[src/rtl/smbcfg_pkg.sv]
package smbcfg_pkg;
  localparam int BYTE_W    = 8;
  localparam int IDX_W     = 8;
  localparam int CNT_W     = 5;
  localparam int NUM_EN    = 19;
  localparam int NUM_PIN   = 8;
  localparam int LAST_IDX  = 8;
  localparam logic [BYTE_W-1:0] DEV_ID  = 8'h78;
  localparam logic [3:0]        VEND_ID = 4'hF;
  localparam logic [3:0]        REV_ID  = 4'h0;
  localparam logic [CNT_W-1:0]  CNT_RST = 5'd8;

  typedef enum logic [2:0] {L_IDLE, L_RECV, L_RXEND, L_ACK, L_SEND, L_HACK} link_st_t;
  typedef enum logic [1:0] {PH_ADDR, PH_INDEX, PH_COUNT, PH_DATA} phase_t;

  // fold the unused code onto mid
  function automatic logic [1:0] tri_norm(input logic [1:0] c);
    return (c == 2'b11) ? 2'b01 : c;
  endfunction

  // strap pair to 7-bit bus address
  function automatic logic [6:0] strap_addr(input logic [1:0] hi, input logic [1:0] lo);
    logic [7:0] a;
    case ({tri_norm(hi), tri_norm(lo)})
      4'b0000: a = 8'hD8;
      4'b0001: a = 8'hDA;
      4'b0010: a = 8'hDE;
      4'b0100: a = 8'hC2;
      4'b0101: a = 8'hC4;
      4'b0110: a = 8'hC6;
      4'b1000: a = 8'hCA;
      4'b1001: a = 8'hCC;
      default: a = 8'hCE;
    endcase
    return a[7:1];
  endfunction
endpackage

[src/rtl/smbcfg_sync.sv]
module smbcfg_sync #(
  parameter int W      = 2,
  parameter int STAGES = 2
) (
  input  logic         clk,
  input  logic         rst_n,
  input  logic [W-1:0] d,
  output logic [W-1:0] q
);
  logic [W-1:0] stg [STAGES];

  generate
    for (genvar s = 0; s < STAGES; s++) begin : g_stage
      always_ff @(posedge clk or negedge rst_n) begin
        if (!rst_n) stg[s] <= '1;
        else if (s == 0) stg[s] <= d;
        else stg[s] <= stg[(s == 0) ? 0 : s-1];
      end
    end
  endgenerate

  assign q = stg[STAGES-1];
endmodule

[src/rtl/smbcfg_cond.sv]
module smbcfg_cond (
  input  logic clk,
  input  logic rst_n,
  input  logic scl_s,
  input  logic sda_s,
  output logic start_evt,
  output logic stop_evt,
  output logic scl_rise,
  output logic scl_fall
);
  logic scl_q, sda_q;

  always_ff @(posedge clk or negedge rst_n) begin
    if (!rst_n) begin
      scl_q <= 1'b1;
      sda_q <= 1'b1;
    end else begin
      scl_q <= scl_s;
      sda_q <= sda_s;
    end
  end

  assign start_evt = scl_s && scl_q && sda_q && !sda_s;
  assign stop_evt  = scl_s && scl_q && !sda_q && sda_s;
  assign scl_rise  = scl_s && !scl_q;
  assign scl_fall  = !scl_s && scl_q;
endmodule

[src/rtl/smbcfg_link.sv]
module smbcfg_link
  import smbcfg_pkg::*;
(
  input  logic              clk,
  input  logic              rst_n,
  input  logic              sda_s,
  input  logic              start_evt,
  input  logic              stop_evt,
  input  logic              scl_rise,
  input  logic              scl_fall,
  input  logic [6:0]        own_addr,
  input  logic [CNT_W-1:0]  cnt_val,
  input  logic [BYTE_W-1:0] rd_data,
  output logic              sda_low,
  output logic              wr_stb,
  output logic [IDX_W-1:0]  wr_idx,
  output logic [BYTE_W-1:0] wr_data,
  output logic [IDX_W-1:0]  rd_idx
);
  link_st_t          st;
  phase_t            ph;
  logic [2:0]        bcnt;
  logic [BYTE_W-1:0] sh, tx;
  logic [IDX_W-1:0]  idx;
  logic [BYTE_W-1:0] wr_left, rd_left;
  logic              ack_q, go_tx, host_ack, ack_dec;

  wire [BYTE_W-1:0] rx_byte  = {sh[6:0], sda_s};
  wire              byte_end = (st == L_RECV) && scl_rise && (bcnt == 3'd7);
  wire              match    = (rx_byte[7:1] == own_addr);
  wire              credit   = (wr_left != '0);
  wire [BYTE_W-1:0] cnt_byte = {{(BYTE_W-CNT_W){1'b0}}, cnt_val};

  always_comb begin
    case (ph)
      PH_ADDR: ack_dec = match;
      PH_DATA: ack_dec = credit;
      default: ack_dec = 1'b1;
    endcase
  end

  assign wr_stb  = byte_end && (ph == PH_DATA) && credit;
  assign wr_idx  = idx;
  assign wr_data = rx_byte;
  assign rd_idx  = idx;

  always_ff @(posedge clk or negedge rst_n) begin
    if (!rst_n) begin
      st <= L_IDLE; ph <= PH_ADDR; bcnt <= '0; sh <= '0; tx <= '0;
      idx <= '0; wr_left <= '0; rd_left <= '0;
      ack_q <= 1'b0; go_tx <= 1'b0; host_ack <= 1'b0; sda_low <= 1'b0;
    end else if (start_evt) begin
      st <= L_RECV; ph <= PH_ADDR; bcnt <= '0; sda_low <= 1'b0;
    end else if (stop_evt) begin
      st <= L_IDLE; sda_low <= 1'b0;
    end else begin
      case (st)
        L_RECV: if (scl_rise) begin
          sh   <= rx_byte;
          bcnt <= bcnt + 3'd1;
          if (bcnt == 3'd7) begin
            st    <= L_RXEND;
            ack_q <= ack_dec;
            go_tx <= 1'b0;
            case (ph)
              PH_ADDR:  begin go_tx <= rx_byte[0]; ph <= PH_INDEX; end
              PH_INDEX: begin idx <= rx_byte; ph <= PH_COUNT; end
              PH_COUNT: begin wr_left <= rx_byte; ph <= PH_DATA; end
              default: if (credit) begin
                idx     <= idx + 1'b1;
                wr_left <= wr_left - 1'b1;
              end
            endcase
          end
        end
        L_RXEND: if (scl_fall) begin
          sda_low <= ack_q;
          st      <= L_ACK;
        end
        L_ACK: if (scl_fall) begin
          if (!ack_q) begin
            sda_low <= 1'b0;
            st      <= L_IDLE;
          end else if (go_tx) begin
            tx      <= cnt_byte;
            rd_left <= cnt_byte;
            sda_low <= ~cnt_byte[7];
            bcnt    <= '0;
            st      <= L_SEND;
          end else begin
            sda_low <= 1'b0;
            st      <= L_RECV;
          end
        end
        L_SEND: if (scl_fall) begin
          if (bcnt == 3'd7) begin
            sda_low <= 1'b0;
            bcnt    <= '0;
            st      <= L_HACK;
          end else begin
            tx      <= {tx[6:0], 1'b0};
            sda_low <= ~tx[6];
            bcnt    <= bcnt + 3'd1;
          end
        end
        L_HACK: begin
          if (scl_rise) host_ack <= ~sda_s;
          if (scl_fall) begin
            if (host_ack) begin
              bcnt <= '0;
              st   <= L_SEND;
              if (rd_left != '0) begin
                tx      <= rd_data;
                sda_low <= ~rd_data[7];
                idx     <= idx + 1'b1;
                rd_left <= rd_left - 1'b1;
              end else begin
                tx      <= '1;
                sda_low <= 1'b0;
              end
            end else begin
              sda_low <= 1'b0;
              st      <= L_IDLE;
            end
          end
        end
        default: ;
      endcase
    end
  end
endmodule

[src/rtl/smbcfg_regs.sv]
module smbcfg_regs
  import smbcfg_pkg::*;
(
  input  logic               clk,
  input  logic               rst_n,
  input  logic               wr_stb,
  input  logic [IDX_W-1:0]   wr_idx,
  input  logic [BYTE_W-1:0]  wr_data,
  input  logic [IDX_W-1:0]   rd_idx,
  input  logic [1:0]         pll_mode_i,
  input  logic               freq_sel_i,
  input  logic [NUM_PIN-1:0] oe_pin_i,
  output logic [BYTE_W-1:0]  rd_data,
  output logic [NUM_EN-1:0]  out_en,
  output logic [CNT_W-1:0]   cnt_val
);
  logic [NUM_EN-1:0] en_q;
  logic [CNT_W-1:0]  cnt_q;

  always_ff @(posedge clk or negedge rst_n) begin
    if (!rst_n) begin
      en_q  <= '1;
      cnt_q <= CNT_RST;
    end else if (wr_stb) begin
      case (wr_idx)
        8'd0: en_q[18:16] <= wr_data[5:3];
        8'd1: en_q[7:0]   <= wr_data;
        8'd2: en_q[15:8]  <= wr_data;
        8'd7: cnt_q       <= wr_data[CNT_W-1:0];
        default: ;
      endcase
    end
  end

  always_comb begin
    case (rd_idx)
      8'd0: rd_data = {pll_mode_i, en_q[18:16], 2'b00, freq_sel_i};
      8'd1: rd_data = en_q[7:0];
      8'd2: rd_data = en_q[15:8];
      8'd3: rd_data = oe_pin_i;
      8'd5: rd_data = {REV_ID, VEND_ID};
      8'd6: rd_data = DEV_ID;
      8'd7: rd_data = {{(BYTE_W-CNT_W){1'b0}}, cnt_q};
      default: rd_data = '0;
    endcase
  end

  assign out_en  = en_q;
  assign cnt_val = cnt_q;
endmodule

[src/rtl/smb_cfg_target.sv]
module smb_cfg_target
  import smbcfg_pkg::*;
#(
  parameter int SYNC_STAGES = 2
) (
  input  logic               clk,
  input  logic               rst_n,
  input  logic               scl_i,
  input  logic               sda_i,
  output logic               sda_drive_low_o,
  input  logic [1:0]         strap_hi_i,
  input  logic [1:0]         strap_lo_i,
  input  logic [1:0]         pll_mode_i,
  input  logic               freq_sel_i,
  input  logic [NUM_PIN-1:0] oe_pin_i,
  output logic [NUM_EN-1:0]  out_en_o
);
  logic [1:0]        line_s;
  logic              scl_s, sda_s;
  logic              start_evt, stop_evt, scl_rise, scl_fall;
  logic              wr_stb;
  logic [IDX_W-1:0]  wr_idx, rd_idx;
  logic [BYTE_W-1:0] wr_data, rd_data;
  logic [CNT_W-1:0]  cnt_val;
  logic [6:0]        own_addr;

  assign own_addr = strap_addr(strap_hi_i, strap_lo_i);

  smbcfg_sync #(.W(2), .STAGES(SYNC_STAGES)) i_sync (
    .clk(clk), .rst_n(rst_n), .d({scl_i, sda_i}), .q(line_s)
  );
  assign scl_s = line_s[1];
  assign sda_s = line_s[0];

  smbcfg_cond i_cond (
    .clk(clk), .rst_n(rst_n), .scl_s(scl_s), .sda_s(sda_s),
    .start_evt(start_evt), .stop_evt(stop_evt),
    .scl_rise(scl_rise), .scl_fall(scl_fall)
  );

  smbcfg_link i_link (
    .clk(clk), .rst_n(rst_n), .sda_s(sda_s),
    .start_evt(start_evt), .stop_evt(stop_evt),
    .scl_rise(scl_rise), .scl_fall(scl_fall),
    .own_addr(own_addr), .cnt_val(cnt_val), .rd_data(rd_data),
    .sda_low(sda_drive_low_o), .wr_stb(wr_stb), .wr_idx(wr_idx),
    .wr_data(wr_data), .rd_idx(rd_idx)
  );

  smbcfg_regs i_regs (
    .clk(clk), .rst_n(rst_n), .wr_stb(wr_stb), .wr_idx(wr_idx),
    .wr_data(wr_data), .rd_idx(rd_idx), .pll_mode_i(pll_mode_i),
    .freq_sel_i(freq_sel_i), .oe_pin_i(oe_pin_i), .rd_data(rd_data),
    .out_en(out_en_o), .cnt_val(cnt_val)
  );
endmodule

[config.mk]
export PLATFORM = sky130hd
export DESIGN_NAME = smb_cfg_target
export DESIGN_NICKNAME = d
export VERILOG_FILES = /design/src/rtl/smbcfg_pkg.sv /design/src/rtl/smbcfg_sync.sv /design/src/rtl/smbcfg_cond.sv /design/src/rtl/smbcfg_link.sv /design/src/rtl/smbcfg_regs.sv /design/src/rtl/smb_cfg_target.sv
export SDC_FILE = /design/constraint.sdc
export NUM_CORES = 1
export LEC_CHECK = 0
export ABC_CLOCK_PERIOD_IN_PS = 3400
export BUFFER_PORTS_ARGS = -buffer_cell sky130_fd_sc_hd__buf_2
export CORE_MARGIN = 2
export CORE_UTILIZATION = 48
export CTS_CLUSTER_SIZE = 16
export DETAILED_ROUTE_END_ITERATION = 16
export GPL_TIMING_DRIVEN = 0
export PLACE_DENSITY = 0.66
export SYNTH_ARGS = -nofsm -noshare
export SYNTH_HDL_FRONTEND = slang
export SYNTH_HIERARCHICAL = 1
export SYNTH_SLANG_ARGS = --single-unit
[constraint.sdc]
create_clock -name clk -period 3.4 [get_ports clk]
set_clock_uncertainty 0.2 [all_clocks]
set_input_delay 0.68 -clock clk [delete_from_list [all_inputs] [get_ports clk]]
set_output_delay 0.68 -clock clk [all_outputs]
set_load 0.02 [all_outputs]
==> results.tsv <==
metric	value	unit
status	complete, no violations	
Final min period	2.88	ns
CTS sink cnt	80	
hold_buf cts	0	
crit-path cells	or4_1 > or3_1 > buf_6 > nand2_1 > nor2_1 > nor2b_1 > nand4_1 > mux2_2	
CTS Buf Count	9	
PostCTS Resize Cnt	0	
area leader, netlist	dfrtp_1	
Avg Cell Area, Syn	9.66	µm²
crit share post-route	84.6	%
worst-margin pin slew	0.792	ns
Area after DPL	5210	µm²
critical path's top delay family	simple AND/OR/NAND/NOR gates	
sequential power share	56.3	%
Synth async-reset ratio	100	%
critical path arrival	2.94	ns
Die Ht	104	µm
Netlist cell types	69	
Leak Pwr	2.37	nW
nets	579	
first-pass GRT wire length	19000	µm
Max stage delay on crit path	0.58	ns
RSZ-0062 raised after global routing	no	
worst vdd ir	0.000221	V
Critical-path top delay cell	or4_1	
CP bufs+invs	1	
number of DRC markers in iteration 0	194	
number of remaining DRC errors	0	
top_reg_cell synth	dfrtp_1	
core area	9770	µm²
synth warn	6	
Post CTS Setup Buffer Count	0	
max_slew headroom	47.2	%
# Max-Cap Violations	0	
top cells by count, synth	dfrtp_1, mux2_2, nor2_1, nand2_1, a21oi_1	
sw frac	31.5	%
cell area after synthesis	4820	µm²
I/O pin count	39	
clk buf depth	2	
Worst Hold Class	in2async	
vias in the first global route	3843	
initial antenna violation count	0	
P_sw	0.000655	W
root buf cell	clkbuf_8	
CP required	3.47	ns
detailed placement HPWL	8280	µm
DRT antenna net count	0	
row count	36	
design area	5380	µm²
Post-synth EDFFs	0	
Crit Path Max Fanout	8	
Seq/Total Area, Yosys	42.2	%
final hold violation count	0	
DIE AREA	10900	µm²
Clock transition at path regs	0.09	ns
Fillers	909	
critical path capture point type	register	
area share of the largest cell type after synthesis	28.0	%
multi-input logic area	2550	µm²
Pint	0.00143	W
vias per cell	5.68	
Initial Utilization	49.3	%
remaining global-route overflow	0	
vias	3907	
setup violators final	0	
H-tree depth	3	
Worst-Skew Late Latency	0.34	ns
port bufs	38	
routability cong.	0.924	
Total GRT Usage	21.6	%
pin count of the biggest net entering global routing	61	
TritonRoute pass-1 iters	4	
Cells after Synth	499	
ANT cells	0	
drt wl/cell	16.4	µm
f_max	0.348	GHz
Comb power frac	14.4	%
layout cells sized above 1	28.6	%
Setup CP Type	reg2reg	
register bit total from synthesis	80	
Reg area	2030	µm²
Layout area overhead	11.5	%
most common cell in the netlist	dfrtp_1	
TritonCTS clock tree	built	
Clock power frac	29.2	%
synth top area cells	dfrtp_1, dfstp_2, mux2_2, a21oi_1, o21ai_0	
Fin Setup TNS	0	ns
startpoint type of the worst setup path	register	
Max Slew Vio Count	0	
drt total wl	11300	µm
die width	104	µm
Power Density	387	nW/µm²
[cell usage in the layout, fill, tap and decap left out, drive strengths merged, types with 5 or more instances in the layout]
cell type  instances
nand4              5
nand2b             6
o211ai             7
mux2              45
ha                10
o22ai              5
mux2i             10
and2               7
nand2             41
nand3             16
inv               18
nor2b              8
nor2              43
o21ai             34
dfrtp             54
nor3              15
buf               58
a31oi              5
dfstp             26
xor2               9
clkbuf            22
a21oi             36
[power groups by stage]
stage               Clock, W  Sequential (W)  Combinational, W
CTS                 0.000637         0.00117          0.000302
global route        0.000674         0.00119          0.000336
global placement           0         0.00119          0.000285
finish              0.000609         0.00117          0.000300
floorplan                  0         0.00111          0.000220
detailed placement         0         0.00119          0.000300
[final cells by class]
cell class	instances	share of cell area, %
clock inverter	5	0.628
sequential	80	37.8
timing repair buffer	39	4.09
multi-input combinational	372	47.5
buffer	30	3.14
inverter	18	1.26
clock buffer	11	2.44
tap	133	3.09
[cells by family (layout without fill, tap and decap cells)]
family | count (synthesis) | count (layout) | share of synthesized area [%]
other | 2 | 3 | 0.156
XOR/XNOR | 10 | 10 | 1.82
buffers and inverters | 48 | 103 | 4.90
multiplexers | 56 | 56 | 13.1
adder cells (fa/ha/maj) | 10 | 10 | 2.59
flip-flops | 80 | 80 | 42.2
AO/OA/AOI/OAI | 121 | 121 | 16.1
AND/OR/NAND/NOR | 172 | 172 | 19.1
[flip-flops by register name, indices dropped and copies added (netlist names)]
| signal | count |
|---|---|
| i_cond/scl_q | 1 |
| i_link/bcnt | 3 |
| i_link/tx | 7 |
| i_link/rd_idx | 8 |
| i_regs/cnt_val | 5 |
| i_link/rd_left | 8 |
| i_link/host_ack | 1 |
| i_link/sh | 7 |
| i_cond/sda_q | 1 |
| i_sync/stg | 2 |
| i_link/wr_left | 8 |
| i_link/go_tx | 1 |
| i_link/ack_q | 1 |
| i_link/sda_low | 1 |
| i_regs/out_en | 19 |
| i_link/st | 3 |
| i_link/ph | 2 |
| i_sync/q | 2 |
[path summary, 6_finish.rpt]
kind / start / to / slack (ns) / cells after the start
max: i_link/wr_left[4]$_DFFE_PN0P_ / i_regs/out_en[13]$_DFFE_PN1P_ / 0.52 / 8
min: rst_n / i_regs/cnt_val[4]$_DFFE_PN0P_ / 0.01 / 1
max reg2reg: i_link/wr_left[4]$_DFFE_PN0P_ / i_regs/out_en[13]$_DFFE_PN1P_ / 0.52 / 8
min reg2reg: i_sync/stg[3]$_DFF_PN1_ / i_sync/q[1]$_DFF_PN1_ / 0.16 / 0
max in group asynchronous: rst_n / i_regs/out_en[5]$_DFFE_PN1P_ / 2.35 / 2
min in group clk: i_sync/stg[3]$_DFF_PN1_ / i_sync/q[1]$_DFF_PN1_ / 0.16 / 0
[worst reg2reg max path, delay by kind of cell, from the launching register on]
family	cells	cell delay, ns
buffers and inverters	1	0.14
flip-flops	1	0.43
multiplexers	1	0.40
AND/OR/NAND/NOR	6	1.63
[through the flow]
stage	total power (W)	hold slack (ns)	utilization, %	worst slack, ns	instances
floorplan	0.00133	0.145	-	0.843	500
global placement	0.00148	0.146	53.0	0.537	671
detailed placement	0.00149	0.151	53.3	0.520	672
CTS	0.00211	0.00502	55.0	0.511	688
global route	0.00220	0.00736	55.0	0.328	688
finish	0.00208	0.0149	55.0	0.525	688
[per-layer routing]
layer | global-route usage [%] | part of all wire, % | wire [µm] | vias to the layer above
met2 | 35.1 | 49 | 5490 | 94
li1 | - | - | - | 1904
met5 | 0 | 0 | 0 | -
met1 | 29.1 | 45 | 5030 | 1897
met4 | 8.01 | 1.4 | 160 | 0
met3 | 3.63 | 5.2 | 592 | 12
No activity file was read; power rests on OpenSTA's default activity.
